## src/rtl/sd_pkg.sv

```systemverilog
package sd_pkg;
  localparam int WIN_BYTES = 32;
  localparam int WIN_FIRST = 'h80;

  typedef enum logic [2:0] {
    OFS_CTRL = 3'd0,
    OFS_STS  = 3'd1,
    OFS_CBL  = 3'd2,
    OFS_LVI  = 3'd3,
    OFS_FMT  = 3'd4,
    OFS_FSZ  = 3'd5,
    OFS_BDLO = 3'd6,
    OFS_BDHI = 3'd7
  } sd_ofs_e;

  localparam int NFLAG     = 3;
  localparam int STS_FRDY  = 5;
  localparam int CTL_SRST  = 0;
  localparam int CTL_RUN   = 1;
  localparam int CTL_IE    = 2;
  localparam int CTL_PRIO  = 5;
  localparam int CTL_TAG   = 8;
endpackage

```

## src/rtl/sd_reset_seq.sv

```systemverilog
module sd_reset_seq #(
  parameter int RST_LAT = 4
) (
  input  logic clk,
  input  logic rst_n,
  input  logic req,
  output logic held
);
  localparam int CW = $clog2(RST_LAT + 1);
  localparam logic [CW-1:0] LAST = CW'(RST_LAT - 1);

  logic [CW-1:0] cnt;

  always_ff @(posedge clk or negedge rst_n) begin
    if (!rst_n) begin
      held <= 1'b0;
      cnt  <= '0;
    end else if (req == held) begin
      cnt <= '0;
    end else if (cnt == LAST) begin
      held <= req;
      cnt  <= '0;
    end else begin
      cnt <= cnt + 1'b1;
    end
  end
endmodule

```

## src/rtl/sd_status.sv

```systemverilog
module sd_status #(
  parameter int NSTREAM = 8,
  parameter int IDX     = 1,
  parameter int NF      = 3
) (
  input  logic               clk,
  input  logic               rst_n,
  input  logic               clr_all,
  input  logic [NF-1:0]      evt,
  input  logic               w1c_en,
  input  logic [NF-1:0]      w1c_mask,
  input  logic [NF-1:0]      ie,
  input  logic [NSTREAM-1:0] glob_en,
  output logic [NF-1:0]      flags,
  output logic [NSTREAM-1:0] int_word
);
  logic pend;

  always_ff @(posedge clk or negedge rst_n) begin
    if (!rst_n) begin
      flags <= '0;
    end else if (clr_all) begin
      flags <= '0;
    end else begin
      for (int i = 0; i < NF; i++) begin
        if (evt[i])                       flags[i] <= 1'b1;
        else if (w1c_en && w1c_mask[i])   flags[i] <= 1'b0;
      end
    end
  end

  assign pend = |(flags & ie);

  for (genvar g = 0; g < NSTREAM; g++) begin : g_int
    assign int_word[g] = (g == IDX) & glob_en[g] & pend;
  end
endmodule

```

## src/rtl/sd_stream_regs.sv

```systemverilog
module sd_stream_regs
  import sd_pkg::*;
#(
  parameter int NSTREAM    = 8,
  parameter int IDX        = 1,
  parameter int ADDR_W     = 12,
  parameter int RST_LAT    = 4,
  parameter int FIFO_DEPTH = 64,
  parameter int TAG_W      = 4,
  parameter int CBL_W      = 32,
  parameter int LVI_W      = 8
) (
  input  logic               clk,
  input  logic               rst_n,
  input  logic               bus_wr,
  input  logic               bus_rd,
  input  logic [ADDR_W-1:0]  bus_addr,
  input  logic [31:0]        bus_wdata,
  output logic [31:0]        bus_rdata,
  output logic               bus_ack,
  input  logic               evt_ioc,
  input  logic               evt_fifo_err,
  input  logic               evt_desc_err,
  input  logic               fifo_ready,
  input  logic [NSTREAM-1:0] glob_int_en,
  output logic [NSTREAM-1:0] int_word,
  output logic               run,
  output logic               stream_rst,
  output logic [TAG_W-1:0]   tag,
  output logic               prio,
  output logic [CBL_W-1:0]   cbl,
  output logic [LVI_W-1:0]   lvi,
  output logic [15:0]        fmt,
  output logic [63:0]        bdl_base
);
  localparam int          BASE    = WIN_FIRST + WIN_BYTES * IDX;
  localparam int          HI_W    = ADDR_W - 5;
  localparam logic [HI_W-1:0] BASE_HI = HI_W'(BASE >> 5);
  localparam logic [31:0] FSZ_VAL = 32'(FIFO_DEPTH - 1);

  logic          hit;
  sd_ofs_e       ofs;
  logic          wr_hit, rd_hit;
  logic          srst_req;
  logic [NFLAG-1:0] ie_q;
  logic [NFLAG-1:0] flags;
  logic [NFLAG-1:0] evt;
  logic [31:0]   rd_mux;

  assign hit    = (bus_addr[ADDR_W-1:5] == BASE_HI) && (bus_addr[1:0] == 2'b00);
  assign ofs    = sd_ofs_e'(bus_addr[4:2]);
  assign wr_hit = bus_wr && hit;
  assign rd_hit = bus_rd && hit;
  assign evt    = {evt_desc_err, evt_fifo_err, evt_ioc} & {NFLAG{!stream_rst}};

  // control register: survives the stream reset
  always_ff @(posedge clk or negedge rst_n) begin
    if (!rst_n) begin
      srst_req <= 1'b0;
      run      <= 1'b0;
      ie_q     <= '0;
      prio     <= 1'b0;
      tag      <= '0;
    end else if (wr_hit && ofs == OFS_CTRL) begin
      srst_req <= bus_wdata[CTL_SRST];
      run      <= bus_wdata[CTL_RUN];
      ie_q     <= bus_wdata[CTL_IE +: NFLAG];
      prio     <= bus_wdata[CTL_PRIO];
      if (!run) tag <= bus_wdata[CTL_TAG +: TAG_W];
    end
  end

  // stream parameters: cleared while the stream reset is held
  always_ff @(posedge clk or negedge rst_n) begin
    if (!rst_n) begin
      cbl      <= '0;
      lvi      <= '0;
      fmt      <= '0;
      bdl_base <= '0;
    end else if (stream_rst) begin
      cbl      <= '0;
      lvi      <= '0;
      fmt      <= '0;
      bdl_base <= '0;
    end else if (wr_hit) begin
      case (ofs)
        OFS_CBL:  cbl             <= bus_wdata[CBL_W-1:0];
        OFS_LVI:  lvi             <= bus_wdata[LVI_W-1:0];
        OFS_FMT:  fmt             <= bus_wdata[15:0];
        OFS_BDLO: bdl_base[31:0]  <= bus_wdata;
        OFS_BDHI: bdl_base[63:32] <= bus_wdata;
        default: ;
      endcase
    end
  end

  sd_reset_seq #(.RST_LAT(RST_LAT)) u_rst (
    .clk  (clk),
    .rst_n(rst_n),
    .req  (srst_req),
    .held (stream_rst)
  );

  sd_status #(.NSTREAM(NSTREAM), .IDX(IDX), .NF(NFLAG)) u_sts (
    .clk     (clk),
    .rst_n   (rst_n),
    .clr_all (stream_rst),
    .evt     (evt),
    .w1c_en  (wr_hit && ofs == OFS_STS && !stream_rst),
    .w1c_mask(bus_wdata[NFLAG-1:0]),
    .ie      (ie_q),
    .glob_en (glob_int_en),
    .flags   (flags),
    .int_word(int_word)
  );

  always_comb begin
    rd_mux = '0;
    case (ofs)
      OFS_CTRL: begin
        rd_mux[CTL_SRST]            = stream_rst;
        rd_mux[CTL_RUN]             = run;
        rd_mux[CTL_IE +: NFLAG]     = ie_q;
        rd_mux[CTL_PRIO]            = prio;
        rd_mux[CTL_TAG +: TAG_W]    = tag;
      end
      OFS_STS: begin
        rd_mux[NFLAG-1:0] = flags;
        rd_mux[STS_FRDY]  = fifo_ready;
      end
      OFS_CBL:  rd_mux[CBL_W-1:0] = cbl;
      OFS_LVI:  rd_mux[LVI_W-1:0] = lvi;
      OFS_FMT:  rd_mux[15:0]      = fmt;
      OFS_FSZ:  rd_mux            = FSZ_VAL;
      OFS_BDLO: rd_mux            = bdl_base[31:0];
      OFS_BDHI: rd_mux            = bdl_base[63:32];
      default: ;
    endcase
  end

  always_ff @(posedge clk or negedge rst_n) begin
    if (!rst_n) begin
      bus_rdata <= '0;
      bus_ack   <= 1'b0;
    end else begin
      bus_rdata <= rd_hit ? rd_mux : 32'h0;
      bus_ack   <= rd_hit;
    end
  end
endmodule

```

## config.mk

```make
export PLATFORM = sky130hd
export DESIGN_NAME = sd_stream_regs
export DESIGN_NICKNAME = d
export VERILOG_FILES = /design/src/rtl/sd_pkg.sv /design/src/rtl/sd_reset_seq.sv /design/src/rtl/sd_status.sv /design/src/rtl/sd_stream_regs.sv
export SDC_FILE = /design/constraint.sdc
export NUM_CORES = 1
export LEC_CHECK = 0
export CORE_ASPECT_RATIO = 1.75
export CORE_UTILIZATION = 45
export CTS_CLUSTER_DIAMETER = 100
export CTS_CLUSTER_SIZE = 24
export DETAILED_ROUTE_END_ITERATION = 16
export DONT_BUFFER_PORTS = 1
export PLACE_DENSITY = 0.58
export SYNTH_ARGS = -nofsm -noshare
export SYNTH_HDL_FRONTEND = slang
export SYNTH_SLANG_ARGS = --single-unit
```

## constraint.sdc

```tcl
create_clock -name clk -period 1.6 [get_ports clk]
set_input_delay 0.16 -clock clk [delete_from_list [all_inputs] [get_ports clk]]
set_output_delay 0.16 -clock clk [all_outputs]
set_load 0.02 [all_outputs]
```

==> out/summary.log <==
qor: run_status.run_status finished with violations
qor: run_status.failed_checks hold timing
qor: synthesis.synth_top_flop_cell sky130_fd_sc_hd__dfrtp_1
qor: timing.slew_viol_final 0
qor: cells_and_area.antenna_diode_instance_count 0
qor: clock_tree.clk_pin_slew_worst_paths 0.07 ns
qor: clock_tree.clk_tree_root_cell sky130_fd_sc_hd__clkbuf_16
qor: setup_path.arrival_time_reported_for_the_critical_path_endpoint 1.41 ns
qor: setup_path.critPathCaptureType primary output
qor: floorplan.start_util 45.7%
qor: synthesis.synth_seq_cells 170
qor: routing.drc_errors 0
qor: setup_path.r2r_end bus_rdata[3]
qor: timing.finClkSkew 0.00921 ns
qor: power_and_ir_drop.cellLeakagePower 5.25 nW
qor: floorplan.die_width 101 um
qor: floorplan.placeableCoreArea 0.0169 mm2
qor: clock_tree.numClockSinks 170
qor: synthesis.synth_cells 698
qor: floorplan.die-height 175 um
qor: clock_tree.hold_buffers 39
qor: routing.route.final.wire_length 22200 um
qor: worst_hold_path.hold_class primary input to asynchronous set/reset pin
qor: synthesis.synth.distinct_cells 47
qor: clock_tree.cts_htree_levels 4
qor: clock_tree.clock_latency 0.43 ns
qor: floorplan.dieArea 0.0177 mm2
qor: routing.detail_route.wl_per_cell 22.5 um
qor: cells_and_area.multiInputGateArea 0.00322 mm2
qor: clock_tree.max-clock-path-buffers 2
qor: global_route.grtUsageTotal 26.3%
qor: place.detailedPlacementHpwl 14300 um
qor: setup_path.worst-endpoint-required 1.44 ns
qor: timing.final-hold-violation-count 170
qor: setup_path.path_max_fanout 2
qor: synthesis.yosys_warnings 0
qor: global_route.antenna_found_initial 0
qor: power_and_ir_drop.ir_drop 0.000603 V
qor: routing.drt.antenna.violating_nets 0
qor: synthesis.synthesis.area 0.00771 mm2
qor: routing.initialDrtViolationCount 270
qor: setup_path.worst-r2r-setup-slack 0.27 ns
qor: run.max_cap_check_violation_count 0
qor: timing.finalWorstPathRequiredPeriod 1.57 ns
qor: timing.setup_violations 0
qor: floorplan.num_rows 63
qor: synthesis.ys_seq_area_share 55.1%
qor: routing.dr.pass1.iters 4
qor: global_route.first_global_vias 5935
qor: global_route.grt_pass1_wl 34300 um
qor: cells_and_area.finish.net_count 809
qor: cells_and_area.sequential_cell_area 0.00426 mm2
qor: place.placement.io_buffers 0
qor: clock_tree.cts_tree done
qor: timing.hold_ws -0.570 ns
qor: setup_path.path_depth 2
qor: setup_path.critical_path_buf_inv_count 0
qor: routing.vias_per_cell 5.66
qor: timing.slew-limit-headroom 54.5%
qor: cells_and_area.layout.cells.most_common sky130_fd_sc_hd__dfrtp_1
qor: setup_path.startpoint_type flop
qor: synthesis.synth-edff-count 0
qor: cells_and_area.drive_gt1_share 12.6%
qor: global_route.maximum_number_of_pins_on_one_net_before_global_route_repair 171
qor: setup_path.worst_r2r_startpoint bdl_base[35]
qor: timing.timing_worst_slew_pin_value 0.683 ns
qor: synthesis.synth_area_per_cell 11.1 um2
qor: setup_path.timing.critical_path.slowest_cell_delay 0.44 ns
qor: synthesis.asyncSetResetFlopFracSynth 100%
qor: setup_path.cp_top_family compound AO/OA/AOI/OAI gates
qor: cells_and_area.layout.filler_cells 1538
qor: timing.max_freq 636 MHz
qor: clock_tree.cts_made_buffers 17
qor: place.gpl.final_weighted_congestion 0.779
qor: floorplan.top_level_ports 228
qor: timing.rsz0062_at_grt true
qor: cells_and_area.fin_util 53.9%
qor: setup_path.worst_r2r_path_depth 4
qor: global_route.grt-ovfl-total 0
qor: cells_and_area.mostFrequentLayoutCells sky130_fd_sc_hd__dfrtp_1 (169), sky130_fd_sc_hd__nor2_1 (168), sky130_fd_sc_hd__mux2i_1 (144)
qor: cells_and_area.areaGrowthSynthToFinish 17.9%
qor: routing.detailroute.via_count 5597
qor: timing.layout_worst_path_cycle_share 98.3%
qor: setup_path.crit_path_cell_trace a222oi_1, nor2b_2
qor: setup_path.criticalPathCategory flop to primary output
qor: setup_path.cpMaxStageDelayCell sky130_fd_sc_hd__a222oi_1
qor: power_and_ir_drop.power.density 940 mW/mm2
==> per-layer routing <==
metal  vias up  share of wire, %  GRT usage [%]
met4         0               2.5           10.4
met3        38               7.5           7.88
met5         -                 0              0
met2       208                54           46.6
li1       2506                 -              -
met1      2845                36           28.9
==> stage by stage <==
step	cell area, um2	TNS [ns]	std cells	total power, W	setup WS [ns]
floorplan	7740	-0.533	704	0.00460	-0.0888
global placement	8130	-0.531	914	0.00460	-0.0910
detailed placement	8130	-0.713	914	0.00461	-0.132
CTS	9080	-0.0240	986	0.00862	-0.0240
global route	9090	-0.0191	988	0.00885	-0.0191
finish	9090	0	988	0.00854	0.0273
==> cell type report <==
| type | instances | area share (%) |
|---|---|---|
| Tap cell | 227 | 3.12 |
| Multi-Input combinational cell | 474 | 35.4 |
| Clock inverter | 14 | 1.24 |
| Sequential cell | 170 | 46.8 |
| Inverter | 9 | 0.371 |
| Timing Repair Buffer | 76 | 8.20 |
| Clock buffer | 18 | 4.83 |
==> worst register-to-register path, cell delays in order, from the launching register on <==
cell                       delay (ns)
sky130_fd_sc_hd__dfrtp_1         0.47
sky130_fd_sc_hd__mux2_2          0.31
sky130_fd_sc_hd__o221ai_1        0.15
sky130_fd_sc_hd__o21ai_0         0.11
sky130_fd_sc_hd__and2_1          0.19
==> registers in the layout, summed over array words and instances (netlist names), 3 cells and up <==
register     count
bus_rdata       32
u_rst.cnt        3
cbl             32
ie_q             3
bdl_base        64
fmt             16
lvi              8
tag              4
u_sts.flags      3
==> what timing repair did <==
| item | in CTS | in global routing |
|---|---|---|
| gates resized for setup | 1 | 1 |
| pin swaps | 1 | 1 |
| endpoints found under the hold margin | 319 | 170 |
| setup endpoints to repair | 1 | 2 |
| buffers inserted | 1 | 2 |
==> synthesized netlist by cell type (all sizes together), types with 2 or more instances <==
library cell	count	share of area, %
a31oi	4	0.32
o21bai	3	0.29
nor4bb	2	0.26
a22oi	7	0.68
nor3b	2	0.26
nand3	6	0.39
nor2	169	8.2
mux2	25	3.6
dfrtp	170	55
o2bb2ai	2	0.23
nand2	9	0.44
buf	24	1.7
a21oi	31	2.0
o221ai	2	0.23
and4b	2	0.26
o21ai	16	1.0
nor2b	4	0.32
and3	2	0.16
a221oi	5	0.57
inv	8	0.39
nor3	2	0.13
and2	3	0.24
nand4	7	0.57
nand3b	5	0.49
mux2i	144	19
clkbuf	27	1.3
==> how the worst max path moves through the flow <==
stage / start / to / slack (ns)
after floorplan: bus_addr[11] / run / -0.09
after global placement: bus_addr[11] / srst_req / -0.09
after detailed placement: bus_addr[11] / prio / -0.13
after CTS: ie_q[2] / int_word[1] / -0.02
after global routing: ie_q[2] / int_word[1] / -0.02
final: ie_q[2] / int_word[1] / 0.03
==> logic make-up (layout without fill, tap and decap cells) <==
family	after synthesis	after routing	synth area share (%)
xor+xnor	1	1	0.114
fa+ha+maj	1	1	0.162
other cells	1	7	0.0486
compound gates	75	75	5.97
mux	169	169	22.3
simple gates	221	221	12.8
buf+inv	60	117	3.45
flops	170	170	55.1
==> where the power goes <==
part           total [W]  internal, W  switching [W]
clock            0.00388      0.00206        0.00182
sequential       0.00434      0.00431      0.0000317
combinational   0.000322     0.000149       0.000173
Note: power is estimated with default switching activity, not from simulation.
